==> src/rtl/rngseq_pkg.sv <==
package rngseq_pkg;
    localparam int WORD_W   = 32;
    localparam int LANES    = 4;
    localparam int BLOCK_W  = WORD_W * LANES;
    localparam int KEY_W    = 2 * WORD_W;
    localparam int HALF_W   = BLOCK_W / 2;
    localparam int IDX_W    = $clog2(LANES);
    localparam int RND_W    = 6;
    localparam int DEFAULT_ROUNDS = 10;
    localparam logic [KEY_W-1:0] DEFAULT_SEED = 64'h0000_3D30_F19C_D101;

    typedef logic [BLOCK_W-1:0] block_t;
    typedef logic [KEY_W-1:0]   key_t;
    typedef logic [WORD_W-1:0]  word_t;
    typedef logic [IDX_W-1:0]   idx_t;

    typedef enum logic [1:0] {
        ST_IDLE  = 2'd0,
        ST_ISSUE = 2'd1,
        ST_WAIT  = 2'd2
    } seq_state_e;

    typedef enum logic {
        CMD_SEED = 1'b0,
        CMD_SKIP = 1'b1
    } cmd_kind_e;

    function automatic word_t lane_of(block_t b, idx_t i);
        return b[i*WORD_W +: WORD_W];
    endfunction
endpackage

==> src/rtl/rngseq_state.sv <==
module rngseq_state
    import rngseq_pkg::*;
#(
    parameter key_t SEED_DEFAULT = DEFAULT_SEED
) (
    input  logic                clk,
    input  logic                rst,
    input  logic                load_seed,
    input  key_t                seed_in,
    input  logic [HALF_W-1:0]   stream_in,
    input  logic                do_skip,
    input  logic [HALF_W-1:0]   skip_in,
    input  logic                do_step,
    output block_t              ctr_q,
    output key_t                key_q
);
    block_t           addend;
    block_t           sum;
    logic [LANES:0]   carry;

    assign addend   = do_skip ? {{(BLOCK_W-HALF_W){1'b0}}, skip_in} : block_t'(1);
    assign carry[0] = 1'b0;

    for (genvar g = 0; g < LANES; g++) begin : g_lane
        logic [WORD_W:0] lane_sum;
        assign lane_sum = {1'b0, ctr_q[g*WORD_W +: WORD_W]}
                        + {1'b0, addend[g*WORD_W +: WORD_W]}
                        + {{WORD_W{1'b0}}, carry[g]};
        assign sum[g*WORD_W +: WORD_W] = lane_sum[WORD_W-1:0];
        assign carry[g+1]              = lane_sum[WORD_W];
    end

    always_ff @(posedge clk) begin
        if (rst) begin
            key_q <= SEED_DEFAULT;
            ctr_q <= '0;
        end else if (load_seed) begin
            key_q <= seed_in;
            ctr_q <= {stream_in, {HALF_W{1'b0}}};
        end else if (do_skip || do_step) begin
            ctr_q <= sum;
        end
    end

    assert_seed_split_R2: assert property (@(posedge clk) disable iff (rst)
        load_seed |=> (key_q == $past(seed_in)) && (ctr_q[HALF_W-1:0] == '0)
                      && (ctr_q[BLOCK_W-1:HALF_W] == $past(stream_in)));

    assert_skip_sum_R3: assert property (@(posedge clk) disable iff (rst)
        (do_skip && !load_seed) |=> ctr_q == $past(ctr_q) + {{(BLOCK_W-HALF_W){1'b0}}, $past(skip_in)});

    assert_step_ripple_R4: assert property (@(posedge clk) disable iff (rst)
        (do_step && !do_skip && !load_seed) |=> ctr_q == $past(ctr_q) + block_t'(1));
endmodule

==> src/rtl/rngseq_wordbuf.sv <==
module rngseq_wordbuf
    import rngseq_pkg::*;
(
    input  logic    clk,
    input  logic    rst,
    input  logic    clear,
    input  logic    fill,
    input  block_t  fill_block,
    input  logic    take,
    output idx_t    idx_q,
    output logic    vld_q,
    output word_t   word_q
);
    word_t lane_q [LANES];

    always_ff @(posedge clk) begin
        if (rst) begin
            idx_q  <= '0;
            vld_q  <= 1'b0;
            word_q <= '0;
            for (int i = 0; i < LANES; i++) lane_q[i] <= '0;
        end else begin
            vld_q <= 1'b0;
            if (clear) begin
                idx_q <= '0;
            end else if (fill) begin
                for (int i = 0; i < LANES; i++) lane_q[i] <= lane_of(fill_block, idx_t'(i));
                word_q <= lane_of(fill_block, '0);
                vld_q  <= 1'b1;
                idx_q  <= idx_t'(1);
            end else if (take) begin
                word_q <= lane_q[idx_q];
                vld_q  <= 1'b1;
                idx_q  <= idx_q + 1'b1;
            end
        end
    end

    assert_idx_advance_R5: assert property (@(posedge clk) disable iff (rst)
        (take && !fill && !clear) |=> vld_q && (idx_q == idx_t'($past(idx_q) + 1'b1)));

    assert_fill_first_R10: assert property (@(posedge clk) disable iff (rst)
        (fill && !clear) |=> vld_q && (word_q == $past(fill_block[WORD_W-1:0])) && (idx_q == idx_t'(1)));

    assert_clear_index_R2: assert property (@(posedge clk) disable iff (rst)
        clear |=> (idx_q == '0) && !vld_q);
endmodule

==> src/rtl/rng_word_sequencer.sv <==
module rng_word_sequencer
    import rngseq_pkg::*;
#(
    parameter key_t SEED_DEFAULT   = DEFAULT_SEED,
    parameter int   ROUNDS_DEFAULT = DEFAULT_ROUNDS
) (
    input  logic                clk,
    input  logic                rst,
    input  logic [RND_W-1:0]    cfg_rounds,
    input  logic                cmd_valid,
    output logic                cmd_ready,
    input  logic                cmd_kind,
    input  logic [KEY_W-1:0]    cmd_arg_a,
    input  logic [HALF_W-1:0]   cmd_arg_b,
    input  logic                word_req_valid,
    output logic                word_req_ready,
    output logic                word_valid,
    output logic [WORD_W-1:0]   word_data,
    output logic                mix_req_valid,
    input  logic                mix_req_ready,
    output logic [BLOCK_W-1:0]  mix_counter,
    output logic [KEY_W-1:0]    mix_key,
    output logic [RND_W-1:0]    mix_rounds,
    input  logic                mix_rsp_valid,
    input  logic [BLOCK_W-1:0]  mix_rsp_block
);
    seq_state_e        state_q, state_d;
    logic [RND_W-1:0]  rounds_q;
    logic [RND_W-1:0]  rounds_eff;
    idx_t              idx;
    logic              cmd_fire, word_fire, gen_start, take, step, fill;
    logic              load_seed, do_skip;
    block_t            ctr;
    key_t              key;

    assign rounds_eff     = (cfg_rounds == '0) ? RND_W'(ROUNDS_DEFAULT) : cfg_rounds;

    assign cmd_ready      = (state_q == ST_IDLE);
    assign word_req_ready = (state_q == ST_IDLE) && !cmd_valid;
    assign cmd_fire       = cmd_valid && cmd_ready;
    assign word_fire      = word_req_valid && word_req_ready;
    assign gen_start      = word_fire && (idx == '0);
    assign take           = word_fire && (idx != '0);
    assign load_seed      = cmd_fire && (cmd_kind == CMD_SEED);
    assign do_skip        = cmd_fire && (cmd_kind == CMD_SKIP);
    assign mix_req_valid  = (state_q == ST_ISSUE);
    assign step           = mix_req_valid && mix_req_ready;
    assign fill           = (state_q == ST_WAIT) && mix_rsp_valid;

    always_comb begin
        state_d = state_q;
        case (state_q)
            ST_IDLE:  if (gen_start)     state_d = ST_ISSUE;
            ST_ISSUE: if (mix_req_ready) state_d = ST_WAIT;
            ST_WAIT:  if (mix_rsp_valid) state_d = ST_IDLE;
            default:                     state_d = ST_IDLE;
        endcase
    end

    always_ff @(posedge clk) begin
        if (rst) begin
            state_q  <= ST_IDLE;
            rounds_q <= RND_W'(ROUNDS_DEFAULT);
        end else begin
            state_q <= state_d;
            if (gen_start) rounds_q <= rounds_eff;
        end
    end

    rngseq_state #(
        .SEED_DEFAULT (SEED_DEFAULT)
    ) i_state (
        .clk       (clk),
        .rst       (rst),
        .load_seed (load_seed),
        .seed_in   (cmd_arg_a),
        .stream_in (cmd_arg_b),
        .do_skip   (do_skip),
        .skip_in   (cmd_arg_a[HALF_W-1:0]),
        .do_step   (step),
        .ctr_q     (ctr),
        .key_q     (key)
    );

    rngseq_wordbuf i_wordbuf (
        .clk        (clk),
        .rst        (rst),
        .clear      (load_seed),
        .fill       (fill),
        .fill_block (mix_rsp_block),
        .take       (take),
        .idx_q      (idx),
        .vld_q      (word_valid),
        .word_q     (word_data)
    );

    assign mix_counter = ctr;
    assign mix_key     = key;
    assign mix_rounds  = rounds_q;

    assert_req_hold_R7: assert property (@(posedge clk) disable iff (rst)
        (mix_req_valid && !mix_req_ready) |=> mix_req_valid && $stable(mix_counter)
                                              && $stable(mix_key) && $stable(mix_rounds));

    assert_closed_while_busy_R7: assert property (@(posedge clk) disable iff (rst)
        (mix_req_valid || state_q == ST_WAIT) |-> !cmd_ready && !word_req_ready);

    assert_rounds_nonzero_R6: assert property (@(posedge clk) disable iff (rst)
        mix_req_valid |-> mix_rounds != '0);

    assert_step_on_accept_R4: assert property (@(posedge clk) disable iff (rst)
        (mix_req_valid && mix_req_ready) |=> mix_counter == $past(mix_counter) + block_t'(1));

    assert_cmd_priority_R8: assert property (@(posedge clk) disable iff (rst)
        cmd_valid |-> !word_req_ready);

    assert_no_word_pending_R10: assert property (@(posedge clk) disable iff (rst)
        mix_req_valid |-> !word_valid);
endmodule

==> config.mk <==
export PLATFORM = sky130hd
export DESIGN_NAME = rng_word_sequencer
export DESIGN_NICKNAME = d
export VERILOG_FILES = /design/src/rtl/rngseq_pkg.sv /design/src/rtl/rngseq_state.sv /design/src/rtl/rngseq_wordbuf.sv /design/src/rtl/rng_word_sequencer.sv
export SDC_FILE = /design/constraint.sdc
export NUM_CORES = 1
export LEC_CHECK = 0
export BUFFER_PORTS_ARGS = -buffer_cell sky130_fd_sc_hd__buf_2
export CAP_MARGIN = 10
export CORE_AREA = 2 2 196 198
export DETAILED_ROUTE_END_ITERATION = 8
export DIE_AREA = 0 0 198 200
export HOLD_SLACK_MARGIN = 0.05
export PLACE_DENSITY_LB_ADDON = 0.3
export SLEW_MARGIN = 20
export SYNTH_ARGS = -nofsm -noshare
export SYNTH_HDL_FRONTEND = slang
export SYNTH_HIERARCHICAL = 1
export SYNTH_SLANG_ARGS = --single-unit
==> constraint.sdc <==
create_clock -name clk -period 22.8 [get_ports clk]
set_clock_uncertainty 0.05 [all_clocks]
set_input_delay 2.28 -clock clk [delete_from_list [all_inputs] [get_ports clk]]
set_output_delay 2.28 -clock clk [all_outputs]
set_load 0.02 [all_outputs]
==> results of run 1 <==
## cells in the mapped netlist (11+ instances only)
library cell,count,area share
nor2_1,245,0.048
dfxtp_1,235,0.25
and2_1,176,0.058
nand2_1,158,0.031
a21oi_1,151,0.040
edfxtp_1,128,0.20
clkbuf_1,89,0.017
ha_1,67,0.044
mux2i_1,56,0.029
xor2_1,55,0.025
o21ai_0,53,0.014
xnor2_1,47,0.022
and3_1,42,0.014
nor2b_1,40,0.013
a211oi_1,39,0.015
a21o_1,34,0.013
nand3_1,34,0.0089
mux2_2,27,0.016
mux2_1,24,0.014
a211o_1,23,0.011
a222oi_1,23,0.012
nand2b_1,21,0.0069
nor3_1,21,0.0055
nand4_1,20,0.0065
inv_1,18,0.0035
buf_2,17,0.0045
mux2_4,13,0.010
o21a_1,12,0.0047
a22oi_1,11,0.0043
## worst register-to-register path, delay by kind of cell, from the launching register on
kind | cells | cell delay (ns)
AO/OA/AOI/OAI | 12 | 2.74
XOR/XNOR | 1 | 0.16
adder cells (fa/ha/maj) | 6 | 1.73
buffers and inverters | 1 | 0.49
flip-flops | 1 | 0.40
AND/OR/NAND/NOR | 19 | 4.40
## path summary, 6_finish.rpt
path	to	depth (start not counted)	startpoint
max	i_state/ctr_q[127]	39	cmd_valid
max reg2reg	i_state/ctr_q[127]	39	state_q[0]
min	i_state/ctr_q[62]	2	i_state/ctr_q[62]
min reg2reg	i_state/ctr_q[62]	2	i_state/ctr_q[62]
## metrics by stage
| stage | hold WS (ns) | instances | setup slack, ns |
|---|---|---|---|
| 2_1_floorplan | 0.4865 | 2019 | 12.93 |
| 3_3_place_gp | 0.4047 | 2922 | 11.44 |
| 3_5_place_dp | 0.4060 | 2922 | 11.18 |
| 4_1_cts | 0.4136 | 2995 | 11.66 |
| 5_1_grt | 0.4442 | 3006 | 10.72 |
| 6_report | 0.4109 | 3012 | 11.45 |
## layer usage
metal	GRT usage	up-vias	wire length, µm
li1	-	8072	-
met5	0	-	69
met2	0.4654	664	27500
met1	0.3294	7922	22390
met4	0.1306	8	2376
met3	0.07678	135	4901
## report_power, final
| part | leakage [nW] | internal, mW | switching (mW) |
|---|---|---|---|
| combinational | 6.67 | 0.0714 | 0.113 |
| sequential | 3.24 | 0.696 | 0.0166 |
| clock | 0.677 | 0.419 | 0.270 |
| total | 10.6 | 1.19 | 0.399 |
## flip-flops by register name (all words and copies together), names as in the netlist
| name | count |
|---|---|
| i_wordbuf/word_q | 32 |
| i_wordbuf/idx_q | 2 |
| mix_rounds | 6 |
| i_wordbuf/lane_q | 128 |
| i_state/ctr_q | 128 |
| state_q | 2 |
| i_wordbuf/vld_q | 1 |
| i_state/key_q | 64 |
## logic make-up after synthesis
logic type      after synthesis  synth area share
buf+inv                     146           0.03364
fa+ha+maj                    70           0.04699
simple gates                797            0.2082
flops                       363            0.4471
compound gates              421            0.1477
xor+xnor                    102           0.04673
mux                         120           0.06957
## cell type report
| cell class | instances | area, µm² |
|---|---|---|
| clock buffers | 55 | 1139 |
| clock inverters | 18 | 256.5 |
| multi-input cells | 1510 | 9962 |
| repair buffers | 520 | 2654 |
| well taps | 511 | 639.4 |
| flip-flops and latches | 363 | 8549 |
| inverters | 18 | 67.56 |
| fillers | 3229 | 14090 |
| diodes | 17 | 42.54 |
==> impl_results.md, run 1 <==
* Critical Path RT at roughly 23 ns
* Tot Pwr at ~1.6 mW
* Slowest library cell on the worst path: buf_4
* F_max at slightly below 0.09 GHz
* Largest net degree at the start of global routing at 83
* Core ar. at between 30000 and 40000 µm²
* Vias at 16800
* Cell Area, Synth at around 19000 µm²
* Peak VDD IR at 55.27 µV
* Iter 0 DRT Violations at about 1000
* Post-Syn Instances at approximately 2000
* GRT overflow at 0
* CTS Root Buffer Type: clkbuf_16
* #FFs+latches synth at between 300 and 400
* Global-route wire length before repair at 86.55 mm
* Hold Crit Class: reg2reg
* Layout Nets at about 2800
* GRT Util Overall at 0.2767
* Most frequent cells in the layout: 501 x buf_2, 241 x nor2_1, 234 x dfxtp_1
* IO Count at 503
* TritonCTS clock tree: done
* Reg clk slew, reported paths at about 0.06 ns
* DRC at 0
* Number of global-route vias before repair at 16300
* Finished Core Util at 0.6233
* Number of port buffers at ~500
* Slew margin rel. at 0.3386
* Final Slew Violations at 0
* Placed cell area at roughly 22000 µm²
* Vias per cell at between 5 and 6
* Seq/Total Area, Yosys at 0.4471
* Cell Pwr Density at roughly 68 nW/µm²
* R2R setup slack at 12.70 ns
* Antenna Nets Post-Route at 0
* Synth cell types at 79
* Synthesized area per cell at roughly 9.5 µm²
* Full die area at between 30000 and 40000 µm²
* Num CTS Buffers at 40
* Drt pass-1 iters at 5
* Crit path max-delay family: simple AND/OR/NAND/NOR gates
* # Post-CTS Setup Buffers at 0
* Status: finished clean
* Antenna violations before repair at 19
* Design area at between 20000 and 25000 µm²
* Initial Util at 0.5112
* Worst EP arrival at 11.73 ns
* Setup TNS at 0 ns
* Fin crit share at 0.4979
* Top_reg_cell synth: dfxtp_1
* Buf/Inv on CP at 2
* Kind of start point of the critical path: primary input
* Worst-Margin Slew at 0.9921 ns
* Most common cell after layout, fill and taps aside: buf_2
* H-tree Lvls at 2
* CTS resizes at 0
* Worst setup EP type: register
* Rows at 71
* CTS sink cnt at around 360
* WL/cell at 19.00 µm
* WS Path Type: in2reg
* RSZ-0062 raised after global routing: false
* Wirelength, routed at 57.23 mm
* Max clock buf depth at 3
* Number of synthesized flops with an enable pin at 128
* Syn_nets at around 2400
* Post-synthesis async set-or-reset flop share at 0
* GP Congestion at between 0.9 and 1
* Area growth, synth to finish at 21.93%
* Final setup violation count at 0
* Critical Path Max Stage Delay at 0.49 ns
* Min Tclk post-route at approximately 11 ns
* Warnings from Yosys at 6
* Die width at slightly below 200 µm
* Lkg Pwr at roughly 11 nW
* Post-detail-place hpwl at approximately 41 mm
* Critical-path maximum fanout at 67
* Layout cells sized above 1 at 0.2641
* Max Cap Violations at 0
* Fin. Hold Viols at 0
* Die Ht at 200 µm
* Worst skew pair latency at 0.56 ns
* CTS Hold Buffers Added at 0
Power figures use the tool's default switching activity.
==> run 2: changes to the inputs <==
--- a/config.mk
+++ b/config.mk
@@ -7,9 +7,9 @@
 export LEC_CHECK = 0
 export BUFFER_PORTS_ARGS = -buffer_cell sky130_fd_sc_hd__buf_2
 export CAP_MARGIN = 10
-export CORE_AREA = 2 2 196 198
+export CORE_AREA = 2 2 197 199
 export DETAILED_ROUTE_END_ITERATION = 8
-export DIE_AREA = 0 0 198 200
+export DIE_AREA = 0 0 199 201
 export HOLD_SLACK_MARGIN = 0.05
 export PLACE_DENSITY_LB_ADDON = 0.3
 export SLEW_MARGIN = 20
==> constraint.sdc (replaced) <==
create_clock -name clk -period 11.8 [get_ports clk]
set_clock_uncertainty 0.05 [all_clocks]
set_input_delay 1.18 -clock clk [delete_from_list [all_inputs] [get_ports clk]]
set_output_delay 1.18 -clock clk [all_outputs]
set_load 0.02 [all_outputs]
==> run 2 against run 1 <==
  * Total power rose by 91%
  * Flip-flop and latch count did not move
  * Sequential power rose by 94%
  * Critical path depth fell by 1
  * Wire length rose by 1.6%
  * Worst hold slack improved by 0.011 ns
  * Sequential share of layout area barely moved
  * Critical path type unchanged
  * Largest power group unchanged
==> impl_results.md, run 2 (synthesized netlist as in run 1, its figures left out) <==
* Registers with the most flip-flops: i_state/ctr_q: 128 flops, i_wordbuf/lane_q: 128 flops, i_state/key_q: 64 flops
* Critical Path Max Stage Delay at 0.57 ns (+0.08 ns)
* Slew margin rel. at 0.3305 (-0.008024)
* Setup TNS at 0 ns (unchanged)
* Die Ht at 201 µm (+0.50%)
* Final setup violation count at 0 (unchanged)
* Critical Path Start: cmd_valid
* WS Path Type: in2reg
* Antenna Nets Post-Route at 0 (unchanged)
* Worst R2R Path Depth at 38 (-2.6%)
* Cell Pwr Density at 130.5 nW/µm² (+92%)
* Met1 wire length at 23.31 mm (+4.1%)
* Initial Util at 0.5017 (-0.009483)
* Wirelength, routed at 58.16 mm (+1.6%)
* Worst hold margin at 0.4220 ns (+0.01111 ns)
* TritonCTS clock tree: done
* Worst skew pair latency at 0.57 ns (about the same)
* Reg clk slew, reported paths at 0.06 ns (about the same)
* Kind of start point of the critical path: primary input
* Core ar. at 38110 µm² (+1.9%)
* DRC at 0 (unchanged)
* Final Slew Violations at 0 (unchanged)
* Area growth, synth to finish at 21.77%
* Lkg Pwr at 10.57 nW (-0.19%)
* Max clock buf depth at 3 (unchanged)
* Most frequent cells in the layout: 501 x buf_2, 241 x nor2_1, 234 x dfxtp_1
* R2R setup slack at 1.97 ns (-10.73 ns)
* CTS Root Buffer Type: clkbuf_16
* H-tree Lvls at 2 (unchanged)
* CTS sink cnt at 363 (unchanged)
* Worst setup EP type: register
* Fin crit share at 0.8419
* Fin. Hold Viols at 0 (unchanged)
* Most common cell after layout, fill and taps aside: buf_2
* GP Congestion at 0.9029 (-0.51%)
* RSZ-0062 raised after global routing: false
* Vias per cell at 5.547 (-0.55%)
* Layout Nets at 2788 (-0.14%)
* Final WS setup at 1.865 ns (-9.584 ns)
* Pre-CTS WS at 1.448 ns (-9.736 ns)
* Post-detail-place hpwl at 41.24 mm (-0.36%)
* Full die area at 40000 µm² (+1.0%)
* Top sig layer: met5
* Peak VDD IR at 90.57 µV (+64%)
* Largest net degree at the start of global routing at 111 (+34%)
* CTS Hold Buffers Added at 0 (unchanged)
* Antenna violations before repair at 18 (-1)
* Num CTS Buffers at 40 (unchanged)
* Slowest library cell on the worst path: and3_2
* F_max at roughly 0.10 GHz
* GRT Util Overall at 0.2816 (+0.004980)
* Worst EP arrival at 10.31 ns (-1.42 ns)
* IO Count at 503 (unchanged)
* Met3 wire length at 4.894 mm (-0.14%)
* Worst-Margin Slew at 1.004 ns (+0.01204 ns)
* Worst R2R Start: state_q[0]
* Rows at 72 (+1.4%)
* Status: finished clean
* Max Cap Violations at 0 (unchanged)
* Vias at 16730 (-0.42%)
* Tot Pwr at 3.037 mW (+91%)
* Global-route wire length before repair at 89.18 mm (+3.0%)
* R2r endpoint: i_state/ctr_q[127]
* Number of global-route vias before repair at 16420 (+0.73%)
* Final Non-Filler Cells at 3016 (+0.13%)
* Number of port buffers at 502 (unchanged)
* WL/cell at 19.28 µm (+1.5%)
* DR WL met2 at 28.21 mm (+2.6%)
* Min Tclk post-route at between 9 and 10 ns
* Die width at 199 µm (+0.51%)
* GRT overflow at 0 (unchanged)
* Iter 0 DRT Violations at 1081 (+6.7%)
* CTS resizes at 0 (unchanged)
* Layout cells sized above 1 at 0.2637 (-0.0003805)
* Crit path capture: i_state/ctr_q[127]
* Inst Count DP at 2925 (+0.10%)
* Drt pass-1 iters at 8 (+3)
* Hold Crit Class: reg2reg
* Critical-path maximum fanout at 30 (-55%)
* # Post-CTS Setup Buffers at 0 (unchanged)
* Critical Path RT at 12.18 ns (-11.00 ns)
* Filler cells at 3258 (+0.90%)
-- run 2: cell count changes in the layout (fill, tap and decap cells not counted), moves of 2 or more --
| cell | previous run | this run |
|---|---|---|
| clkinv_1 | 3 | 1 |
| clkbuf_8 | 6 | 11 |
| bufinv_16 | 6 | 2 |
| buf_4 | 18 | 14 |
-- run 2: worst min path at each step --
stage / startpoint / endpoint / depth (start not counted)
floorplan: i_state/ctr_q[62] / i_state/ctr_q[62] / 2
global placement: i_state/ctr_q[62] / i_state/ctr_q[62] / 2
detailed placement: i_state/ctr_q[21] / i_state/ctr_q[21] / 2
CTS: i_state/ctr_q[46] / i_state/ctr_q[46] / 2
global route: i_state/ctr_q[16] / i_state/ctr_q[16] / 2
finish: i_state/ctr_q[46] / i_state/ctr_q[46] / 2
-- run 2: cell type report --
cell class / count / area, µm² / share of cell area
Clock inverter: 11 / 140.1 / 0.006020
Antenna cell: 18 / 45.04 / 0.001935
Tap cell: 518 / 648.1 / 0.02784
Clock buffer: 62 / 1236 / 0.05310
Sequential cell: 363 / 8549 / 0.3672
Inverter: 18 / 67.56 / 0.002902
Timing Repair Buffer: 516 / 2624 / 0.1127
Multi-Input combinational cell: 1510 / 9970 / 0.4282
-- run 2: routing by layer --
metal,track usage,vias to the layer above
met1,0.3428,7934
met4,0.1085,10
met3,0.06368,98
met2,0.4824,616
li1,-,8073
met5,0,-
-- run 2: critical path: cells and delay by family --
family / cells / cell delay (ns)
and+or+nand+nor: 18 / 4.38
AOI/OAI and AO/OA: 12 / 2.68
adders and majority gates: 6 / 1.73
xor gates and xnor gates: 1 / 0.16
buffers and inverters: 1 / 0.13
-- run 2: where the power goes --
group          total, mW  switching [mW]  internal (mW)  leakage [nW]
logic              0.357           0.220          0.137          6.66
registers           1.38          0.0321           1.35          3.24
clock network       1.30           0.531          0.771         0.675
total               3.04           0.783           2.25          10.6
-- run 2: metrics by stage --
stage	utilization	cell area, µm²
6_report	0.6109	23280
5_1_grt	0.6106	23270
4_1_cts	0.6097	23230
3_5_place_dp	0.5735	21860
3_3_place_gp	0.5734	21850
2_1_floorplan	-	19120
